File: config.mk
export PLATFORM = sky130hd
export DESIGN_NAME = prescaled_modulo_timer
export DESIGN_NICKNAME = d
export VERILOG_FILES = /design/src/rtl/tmr_pkg.sv /design/src/rtl/tmr_prescale.sv /design/src/rtl/tmr_counter.sv /design/src/rtl/tmr_regs.sv /design/src/rtl/prescaled_modulo_timer.sv
export SDC_FILE = /design/constraint.sdc
export NUM_CORES = 1
export LEC_CHECK = 0
export ABC_AREA = 1
export BUFFER_PORTS_ARGS = -buffer_cell sky130_fd_sc_hd__buf_2
export CORE_ASPECT_RATIO = 1.75
export CORE_MARGIN = 2
export CORE_UTILIZATION = 45
export DETAILED_ROUTE_END_ITERATION = 7
export HOLD_SLACK_MARGIN = 0.02
export PLACE_DENSITY = 0.66
export SYNTH_ARGS = -nofsm -noshare
export SYNTH_HDL_FRONTEND = slang
export SYNTH_SLANG_ARGS = --single-unit
export TNS_END_PERCENT = 50
File: constraint.sdc
create_clock -name clk -period 1.45 [get_ports clk]
set_input_delay 0.0725 -clock clk [delete_from_list [all_inputs] [get_ports clk]]
set_output_delay 0.0725 -clock clk [all_outputs]
set_load 0.02 [all_outputs]
File: src/rtl/tmr_pkg.sv
package tmr_pkg;
  localparam int unsigned PS_W  = 3;
  localparam int unsigned SEL_W = 2;

  localparam logic [7:0] OFS_CTRL   = 8'h00;
  localparam logic [7:0] OFS_COUNT  = 8'h04;
  localparam logic [7:0] OFS_MODULO = 8'h08;
  localparam logic [7:0] OFS_START  = 8'h4C;

  localparam logic [SEL_W-1:0] SEL_STOP = 2'd0;
  localparam logic [SEL_W-1:0] SEL_SYS  = 2'd1;

  typedef struct packed {
    logic             ovf;
    logic             ovf_ie;
    logic             rsvd;
    logic [SEL_W-1:0] sel;
    logic [PS_W-1:0]  ps;
  } ctrl_t;

  localparam int unsigned CTRL_W = $bits(ctrl_t);
endpackage

File: src/rtl/tmr_prescale.sv
module tmr_prescale
  import tmr_pkg::*;
#(
  parameter int unsigned EXP_W = PS_W
) (
  input  logic             clk,
  input  logic             rst_n,
  input  logic             run,
  input  logic [EXP_W-1:0] ps,
  output logic             tick
);
  localparam int unsigned DIV_W = (1 << EXP_W) - 1;

  logic [DIV_W-1:0] div_q;
  logic [DIV_W-1:0] mask;

  assign mask = (DIV_W'(1) << ps) - DIV_W'(1);
  assign tick = run && ((div_q & mask) == mask);

  always_ff @(posedge clk) begin
    if (!rst_n)   div_q <= '0;
    else if (run) div_q <= div_q + DIV_W'(1);
    else          div_q <= '0;
  end
endmodule

File: src/rtl/tmr_counter.sv
module tmr_counter #(
  parameter int unsigned CW = 16
) (
  input  logic          clk,
  input  logic          rst_n,
  input  logic          tick,
  input  logic          load_en,
  input  logic          cnt_wr,
  input  logic [CW-1:0] mod_buf,
  input  logic [CW-1:0] start_buf,
  output logic [CW-1:0] cnt,
  output logic [CW-1:0] mod_act,
  output logic [CW-1:0] start_act,
  output logic          wrap
);
  localparam int unsigned NBUF = 2;

  logic [NBUF-1:0][CW-1:0] shadow;
  logic [NBUF-1:0][CW-1:0] active;

  assign shadow[0] = mod_buf;
  assign shadow[1] = start_buf;

  for (genvar i = 0; i < NBUF; i++) begin : g_active
    always_ff @(posedge clk) begin
      if (!rst_n)       active[i] <= '0;
      else if (load_en) active[i] <= shadow[i];
    end
  end

  assign mod_act   = active[0];
  assign start_act = active[1];

  assign wrap = tick && !cnt_wr && (cnt == mod_act);

  always_ff @(posedge clk) begin
    if (!rst_n)      cnt <= '0;
    else if (cnt_wr) cnt <= start_act;
    else if (tick)   cnt <= (cnt == mod_act) ? start_act : cnt + CW'(1);
  end
endmodule

File: src/rtl/tmr_regs.sv
module tmr_regs
  import tmr_pkg::*;
#(
  parameter int unsigned DW = 32,
  parameter int unsigned AW = 8,
  parameter int unsigned CW = 16
) (
  input  logic             clk,
  input  logic             rst_n,
  input  logic             wr_en,
  input  logic [AW-1:0]    addr,
  input  logic [DW-1:0]    wdata,
  input  logic [CW-1:0]    cnt,
  input  logic             ovf_evt,
  output logic [DW-1:0]    rdata,
  output logic [PS_W-1:0]  ps,
  output logic [SEL_W-1:0] sel,
  output logic             ie,
  output logic             flag,
  output logic [CW-1:0]    mod_buf,
  output logic [CW-1:0]    start_buf,
  output logic             cnt_wr
);
  logic  hit_ctrl, hit_cnt, hit_mod, hit_start;
  logic  ctrl_wr;
  ctrl_t wr_ctrl;
  ctrl_t rd_ctrl;
  logic  unused_wbits;

  assign hit_ctrl  = (addr == AW'(OFS_CTRL));
  assign hit_cnt   = (addr == AW'(OFS_COUNT));
  assign hit_mod   = (addr == AW'(OFS_MODULO));
  assign hit_start = (addr == AW'(OFS_START));

  assign ctrl_wr = wr_en && hit_ctrl;
  assign cnt_wr  = wr_en && hit_cnt;
  assign wr_ctrl = ctrl_t'(wdata[CTRL_W-1:0]);
  assign unused_wbits = ^{wdata[DW-1:CW], wr_ctrl.rsvd};

  always_ff @(posedge clk) begin
    if (!rst_n) begin
      ps  <= '0;
      sel <= SEL_STOP;
      ie  <= 1'b0;
    end else if (ctrl_wr) begin
      ps  <= wr_ctrl.ps;
      sel <= wr_ctrl.sel;
      ie  <= wr_ctrl.ovf_ie;
    end
  end

  // a wrap on the clearing edge wins; writing 1 never sets the flag
  always_ff @(posedge clk) begin
    if (!rst_n) flag <= 1'b0;
    else        flag <= ovf_evt || (flag && !(ctrl_wr && !wr_ctrl.ovf));
  end

  always_ff @(posedge clk) begin
    if (!rst_n) begin
      mod_buf   <= '0;
      start_buf <= '0;
    end else if (wr_en) begin
      if (hit_mod)   mod_buf   <= wdata[CW-1:0];
      if (hit_start) start_buf <= wdata[CW-1:0];
    end
  end

  always_comb begin
    rd_ctrl.ovf    = flag;
    rd_ctrl.ovf_ie = ie;
    rd_ctrl.rsvd   = 1'b0;
    rd_ctrl.sel    = sel;
    rd_ctrl.ps     = ps;
  end

  always_comb begin
    rdata = '0;
    if (hit_ctrl)       rdata = {{(DW-CTRL_W){1'b0}}, rd_ctrl};
    else if (hit_cnt)   rdata = {{(DW-CW){1'b0}}, cnt};
    else if (hit_mod)   rdata = {{(DW-CW){1'b0}}, mod_buf};
    else if (hit_start) rdata = {{(DW-CW){1'b0}}, start_buf};
  end
endmodule

File: src/rtl/prescaled_modulo_timer.sv
module prescaled_modulo_timer
  import tmr_pkg::*;
#(
  parameter int unsigned DW = 32,
  parameter int unsigned AW = 8,
  parameter int unsigned CW = 16
) (
  input  logic          clk,
  input  logic          rst_n,
  input  logic          wr_en,
  input  logic [AW-1:0] addr,
  input  logic [DW-1:0] wdata,
  output logic [DW-1:0] rdata,
  output logic          irq
);
  logic [PS_W-1:0]  ps;
  logic [SEL_W-1:0] clksel;
  logic             ie;
  logic             flag;
  logic [CW-1:0]    mod_buf, start_buf;
  logic [CW-1:0]    cnt_q, mod_act, start_act;
  logic             cnt_wr;
  logic             tick;
  logic             wrap;

  tmr_regs #(.DW(DW), .AW(AW), .CW(CW)) u_regs (
    .clk(clk), .rst_n(rst_n), .wr_en(wr_en), .addr(addr), .wdata(wdata),
    .cnt(cnt_q), .ovf_evt(wrap), .rdata(rdata), .ps(ps), .sel(clksel),
    .ie(ie), .flag(flag), .mod_buf(mod_buf), .start_buf(start_buf),
    .cnt_wr(cnt_wr)
  );

  tmr_prescale #(.EXP_W(PS_W)) u_pre (
    .clk(clk), .rst_n(rst_n), .run(clksel == SEL_SYS), .ps(ps), .tick(tick)
  );

  tmr_counter #(.CW(CW)) u_cnt (
    .clk(clk), .rst_n(rst_n), .tick(tick), .load_en(clksel == SEL_STOP),
    .cnt_wr(cnt_wr), .mod_buf(mod_buf), .start_buf(start_buf),
    .cnt(cnt_q), .mod_act(mod_act), .start_act(start_act), .wrap(wrap)
  );

  assign irq = flag && ie;
endmodule

==> reports/qor.csv, run 1 <==
stage;metric;value;unit
timing;Max Clk Rate;649;MHz
clocking;H-Tree Depth;3;
timing;part of the cycle the worst path needs;1.06;
grt;largest net degree at the start of global routing;47;
cells_and_area;final-layout fill cell count;914;
clocking;CTS tree;yes;
cells_and_area;Multi-input gate area;0.00269;mm²
critical_path;Setup crit end kind;flop;
synthesis;Synth Flop Type;dfxtp_1;
cells_and_area;most frequent cells in the layout;130 x nand2_1, 88 x buf_4, 74 x o21ai_0;
die;Ports;76;
cells_and_area;commonest non-fill, non-tap cell in the layout;nand2_1;
placed_design;RePlAce Congestion;0.900;
cells_and_area;synthesis-to-layout area growth;38.7;%
critical_path;WP data required;1.69;ns
worst_hold_path;HP Class;in -> reg;
timing;Sum Neg Setup Slack;-1.57;ns
placed_design;Placed Instances;923;
timing;Setup Viol. Count Final;43;
timing;min cycle time layout;1.54;ns
timing;count of pins over their slew limit;0;
die;die width;82.2;µm
critical_path;CP Data Arrival Time;1.78;ns
clocking;worst-skew pair later-pin latency;0.35;ns
grt;initial antenna violation count;0;
synthesis;Post-synth EDFFs;0;
synthesis;synthesized instance count;705;
timing;Slew HR;0.595;
cells_and_area;fin nets;872;
pwr;power density cells;830;mW/mm²
synthesis;Async SR Flop Fraction;0;
die;die area;0.0116;mm²
synthesis;average instance area after synthesis;6.83;µm²
routing;detailed-route via count;4988;
cells_and_area;fin util;0.632;
synthesis;synth top area cells;dfxtp_1 39%, nand2_1 13%, o21ai_0 8.0%;
clocking;CTS sink count;94;
synthesis;post-synth top area cell;dfxtp_1;
routing;DRC viols;0;
die;initial core utilization;0.456;
timing;Fin. Hold Viols;0;
cells_and_area;ANT cells;0;
run;Max-Cap Viols;0;
clocking;Clock Path Buffers;2;
cells_and_area;final std cells w/o fill;962;
synthesis;Post-Syn Area;0.00482;mm²
cells_and_area;sequential cell area;0.00193;mm²
timing;clk_skew;0.00882;ns
routing;vias per cell;5.19;
synthesis;number of distinct library cells after synthesis;39;
timing;RSZ-0062 raised after global routing;true;
routing;final antenna-violating net count;0;
run_status;failing checks;setup timing;
synthesis;sequential area share after synthesis;0.391;
die;# rows;50;
routing;Starting DRT DRC Count;320;
grt;first-pass GRT wire length;22000;µm
synthesis;share of the synthesized area in the top cell type;0.391;
run_status;status;finished, violations left;
grt;vias in the first global route;4715;
clocking;clk slew on worst S/H paths;0.07;ns
timing;worst setup margin;-0.0907;ns
pwr;Pleak;2.85;nW
clocking;Clock Tree Root;clkbuf_16;
clocking;total CTS buffers;9;
synthesis;flops & latches, synth;94;
grt;Overflow after GRT;0;
routing;Post-Route WL;14000;µm
grt;gr usage total;0.242;
placed_design;DP Wirelength;9680;µm
placed_design;IO buf count;43;
cells_and_area;layout cells sized above 1;0.351;
placed_design;Post-Place Worst Slack;-0.150;ns
pwr;Peak supply drop;0.735;mV
die;Core Box Area;0.0106;mm²
critical_path;Crit Path Max Fanout;19;
routing;wire per inst;14.5;µm
die;Die Ht;141;µm
routing;Pre-Repair DR Iteration Count;5;
synthesis;YS warnings;0;
critical_path;Worst setup SP type;flop;
timing;Slew @ Worst Pin;0.606;ns
critical_path;CP Class;reg -> reg;
[metrics by stage]
stage / power [mW] / hold slack (ns) / instance area, µm²
finish: 5.55 / 0.171 / 6690
global route: 5.70 / 0.207 / 6690
CTS: 5.54 / 0.160 / 6170
detailed placement: 2.93 / 0.317 / 5610
global placement: 2.93 / 0.305 / 5610
floorplan: 2.87 / 0.207 / 4880
[Yosys cell counts (2+ instances only)]
master	number
a21oi_1	63
nand2_4	2
inv_2	12
buf_4	17
nor2_2	2
clkbuf_1	20
nand3_1	27
dfxtp_1	94
nor2_1	73
o2111ai_1	6
o221ai_1	8
nand2_2	2
nand2_1	161
xor2_1	9
nand4_1	5
ha_1	2
buf_6	2
a21oi_2	8
o21ai_1	2
nand3_2	8
nor3b_1	2
inv_1	80
buf_2	7
nor3_2	2
o21ai_0	77
[critical path, cell delays in order (launching register included)]
cell and delay [ns]:
dfxtp_2 0.36, inv_2 0.04, nand2_1 0.05, nand2_1 0.05, nor2_1 0.12, nand2_2 0.11
nor2_4 0.14, nand2_4 0.12, nand2_8 0.16, nand2_1 0.09, a21oi_2 0.14, nor2_1 0.05
[cells by family (layout without fill, tap and decap cells)]
logic type	count (synthesis)	in the layout	synth area share
compound gates	167	167	0.192
other cells	1	16	0.000778
flops	94	94	0.391
buf+inv	142	254	0.135
simple gates	289	289	0.258
fa+ha+maj	2	2	0.00519
xor+xnor	10	10	0.0182
[layer usage]
metal / track usage / share of wire
met5: 0 / 0
met2: 0.409 / 0.51
met1: 0.307 / 0.41
met3: 0.0230 / 0.041
met4: 0.0991 / 0.034
[registers in the layout (all words and copies together) (netlist names)]
| register | cells |
|---|---|
| u_regs.ps | 3 |
| u_cnt.start_act | 16 |
| u_regs.sel | 2 |
| u_cnt.cnt | 16 |
| u_regs.mod_buf | 16 |
| u_regs.ie | 1 |
| u_regs.flag | 1 |
| u_cnt.mod_act | 16 |
| u_pre.div_q | 7 |
| u_regs.start_buf | 16 |
[area by class of cell]
type	instances	area share
Timing Repair Buffer	145	0.182
Clock inverter	7	0.0150
Multi-Input combinational cell	484	0.402
Inverter	93	0.0545
Sequential cell	94	0.289
Clock buffer	9	0.0337
Tap cell	130	0.0243
[path summary, 6_finish.rpt]
path                                       from                          endpoint  slack [ns]  cells after the start
setup / recovery      u_cnt.cnt[9]$_SDFFE_PN0P_         u_cnt.cnt[8]$_SDFFE_PN0P_       -0.09                     11
hold / removal                            rst_n  u_regs.start_buf[0]$_SDFFE_PN0P_        0.17                      3
setup reg to reg      u_cnt.cnt[9]$_SDFFE_PN0P_         u_cnt.cnt[8]$_SDFFE_PN0P_       -0.09                     11
hold reg to reg   u_cnt.mod_act[6]$_SDFFE_PN0N_     u_cnt.mod_act[6]$_SDFFE_PN0N_        0.47                      2
[repair_timing]
| action | 4_1_cts | 5_1_grt |
|---|---|---|
| endpoints found under the hold margin | 18 | 0 |
| setup buffers | 1 | 4 |
| pin swaps | 9 | 39 |
| setup endpoints to repair | 19 | 45 |
| hold buffers | 16 | 0 |
| cloned | 0 | 2 |
| gates resized for setup | 27 | 139 |
[where the power goes]
group          internal, mW  switching (mW)  leakage (nW)
clock network          1.53            1.06         0.161
registers              2.57         0.00508         0.773
logic                 0.150           0.231          1.92
Power figures use the tool's default switching activity.
==> inputs of run 2 (changes only) <==
- CTS_BUF_LIST: default -> sky130_fd_sc_hd__clkbuf_2
==> reports/qor.csv, run 2 (synthesized netlist as in run 1, its figures left out) <==
stage;metric;value;unit
critical_path;CP Data Arrival Time;2.10;ns
run_status;status;finished, violations left;
cells_and_area;fin util;0.630;
die;die area;0.0116;mm²
clocking;CTS sink count;94;
routing;Post-Route WL;14100;µm
worst_hold_path;Hold EP;u_regs.mod_buf[2]$_SDFFE_PN0P_;
die;# rows;50;
timing;RSZ-0062 raised after global routing;true;
placed_design;DP Wirelength;9680;µm
timing;Fin. Hold Viols;0;
cells_and_area;most frequent cells in the layout;141 x nand2_1, 79 x buf_4, 73 x inv_1, 73 x o21ai_0, 71 x dfxtp_1;
worst_hold_path;worst hold path stage count;5;
critical_path;launch point of the worst reg-to-reg path;u_cnt.cnt[11]$_SDFFE_PN0P_;
grt;Most Crowded Layer GR;met2;
critical_path;WP data required;1.94;ns
grt;M2 GR Usage;0.422;
run;Max-Cap Viols;0;
timing;Max Clk Rate;620;MHz
critical_path;Slowest Stage Delay on Critical Path;0.42;ns
critical_path;R2R Path End;u_cnt.cnt[0]$_SDFFE_PN0P_;
critical_path;R2R cell count;12;
placed_design;RePlAce Congestion;0.900;
critical_path;slowest stage cell, crit path;dfxtp_4;
clocking;Clock Path Buffers;2;
grt;vias in the first global route;4808;
worst_hold_path;HP Class;in -> reg;
routing;final antenna-violating net count;0;
clocking;CTS tree;yes;
run_status;failing checks;setup timing;
grt;Overflow after GRT;0;
clocking;clk slew on worst S/H paths;0.27;ns
clocking;H-Tree Depth;3;
timing;Slew HR;0.577;
die;initial core utilization;0.456;
cells_and_area;final instance area;0.00666;mm²
grt;met1 global-route usage;0.318;
grt;initial antenna violation count;1;
cells_and_area;fin nets;886;
critical_path;Worst setup SP type;flop;
timing;worst setup margin;-0.164;ns
pwr;overall power;4.53;mW
timing;Sum Neg Setup Slack;-3.30;ns
routing;detailed-route via count;5031;
grt;gr usage total;0.247;
pwr;Peak supply drop;0.695;mV
die;Ports;76;
placed_design;Placed Instances;923;
die;Die Ht;141;µm
grt;largest net degree at the start of global routing;47;
critical_path;CP Class;reg -> reg;
routing;wire per inst;14.4;µm
timing;min cycle time layout;1.61;ns
timing;Setup Viol. Count Final;35;
clocking;worst-skew pair later-pin latency;0.57;ns
cells_and_area;layout cells sized above 1;0.339;
critical_path;R2R Setup Slk;-0.16;ns
routing;Pre-Repair DR Iteration Count;5;
cells_and_area;final std cells w/o fill;977;
worst_hold_path;hold_sp;addr[3];
die;Core Box Area;0.0106;mm²
placed_design;IO buf count;43;
placed_design;Post-Place Worst Slack;-0.150;ns
critical_path;cells along the critical path;buf_6 > nand2_2 > nand2_2 > nor2_2 > nand2_2 > nor2_4 > nand2_4 > buf_6 > nand3_1 > nand3_1 > nand3_1 > inv_1;
placed_design;area post-placement;0.00561;mm²
routing;DRC viols;0;
routing;vias per cell;5.15;
grt;met3 GRT Util;0.0275;
timing;count of pins over their slew limit;0;
pwr;power density cells;680;mW/mm²
timing;Hold WS;0.112;ns
grt;first-pass GRT wire length;22500;µm
die;die width;82.2;µm
timing;Slew @ Worst Pin;0.634;ns
clocking;Clock Tree Root;clkbuf_2;
pwr;Pleak;2.84;nW
timing;part of the cycle the worst path needs;1.11;
routing;Starting DRT DRC Count;354;
clocking;total CTS buffers;9;
cells_and_area;commonest non-fill, non-tap cell in the layout;nand2_1;
critical_path;Crit Path Max Fanout;4;
timing;clk_skew;0.0327;ns
critical_path;Setup crit end kind;flop;
cells_and_area;synthesis-to-layout area growth;38.2;%
[run 2: cell count changes in the layout (fill, tap and decap cells not counted), moves of 3 or more]
| cell | change |
|---|---|
| inv_1 | +6 |
| inv_2 | -4 |
| clkbuf_2 | +9 |
| nand2_1 | +11 |
| buf_6 | +20 |
| dfxtp_4 | -5 |
| dfxtp_1 | +3 |
| buf_4 | -9 |
| clkbuf_16 | -9 |
| nand2_2 | -9 |
[run 2: worst max-delay path: cells and delay by family (launching register included)]
| kind | cells | cell delay [ns] |
|---|---|---|
| simple gates | 9 | 0.80 |
| buf+inv | 3 | 0.33 |
| flops | 1 | 0.42 |
[run 2: cell type report]
class                           count  area (µm²)
Antenna cell                        1        2.50
Fill cell                         911        3910
Inverter                           93         354
Clock buffer                        9        45.0
Tap cell                          130         163
Clock inverter                      7         100
Multi-Input combinational cell    484        2690
Timing Repair Buffer              159        1390
Sequential cell                    94        1920
[run 2: per-layer routing]
metal / wire (µm) / up-vias
li1: - / 2500
met3: 610 / 30
met1: 5710 / 2345
met5: 0 / -
met2: 7350 / 156
met4: 371 / 0
[run 2: worst max path at each step]
stage,start,end,cells after the start
global placement,u_cnt.cnt[1]$_SDFFE_PN0P_,u_cnt.cnt[10]$_SDFFE_PN0P_,8
floorplan,u_cnt.cnt[4]$_SDFFE_PN0P_,u_cnt.cnt[10]$_SDFFE_PN0P_,13
global route,u_cnt.cnt[14]$_SDFFE_PN0P_,u_cnt.cnt[0]$_SDFFE_PN0P_,12
detailed placement,u_cnt.cnt[1]$_SDFFE_PN0P_,u_cnt.cnt[10]$_SDFFE_PN0P_,8
finish,u_cnt.cnt[11]$_SDFFE_PN0P_,u_cnt.cnt[0]$_SDFFE_PN0P_,12
CTS,u_regs.mod_buf[2]$_SDFFE_PN0P_,rdata[2],6
[run 2: what timing repair did]
| action | in CTS | in global routing |
|---|---|---|
| gates resized for setup | 80 | 77 |
| pin swaps | 17 | 34 |
| cloned | 0 | 2 |
| hold buffers | 18 | 0 |
| buffers inserted | 15 | 3 |
| endpoints found under the setup margin | 33 | 49 |
| endpoints found under the hold margin | 41 | 0 |
[run 2: power by group]
part | leakage (nW) | internal (mW) | switching [mW]
sequential | 0.770 | 2.59 | 0.00449
combinational | 1.98 | 0.149 | 0.226
clock | 0.0877 | 0.595 | 0.961
total | 2.84 | 3.34 | 1.19
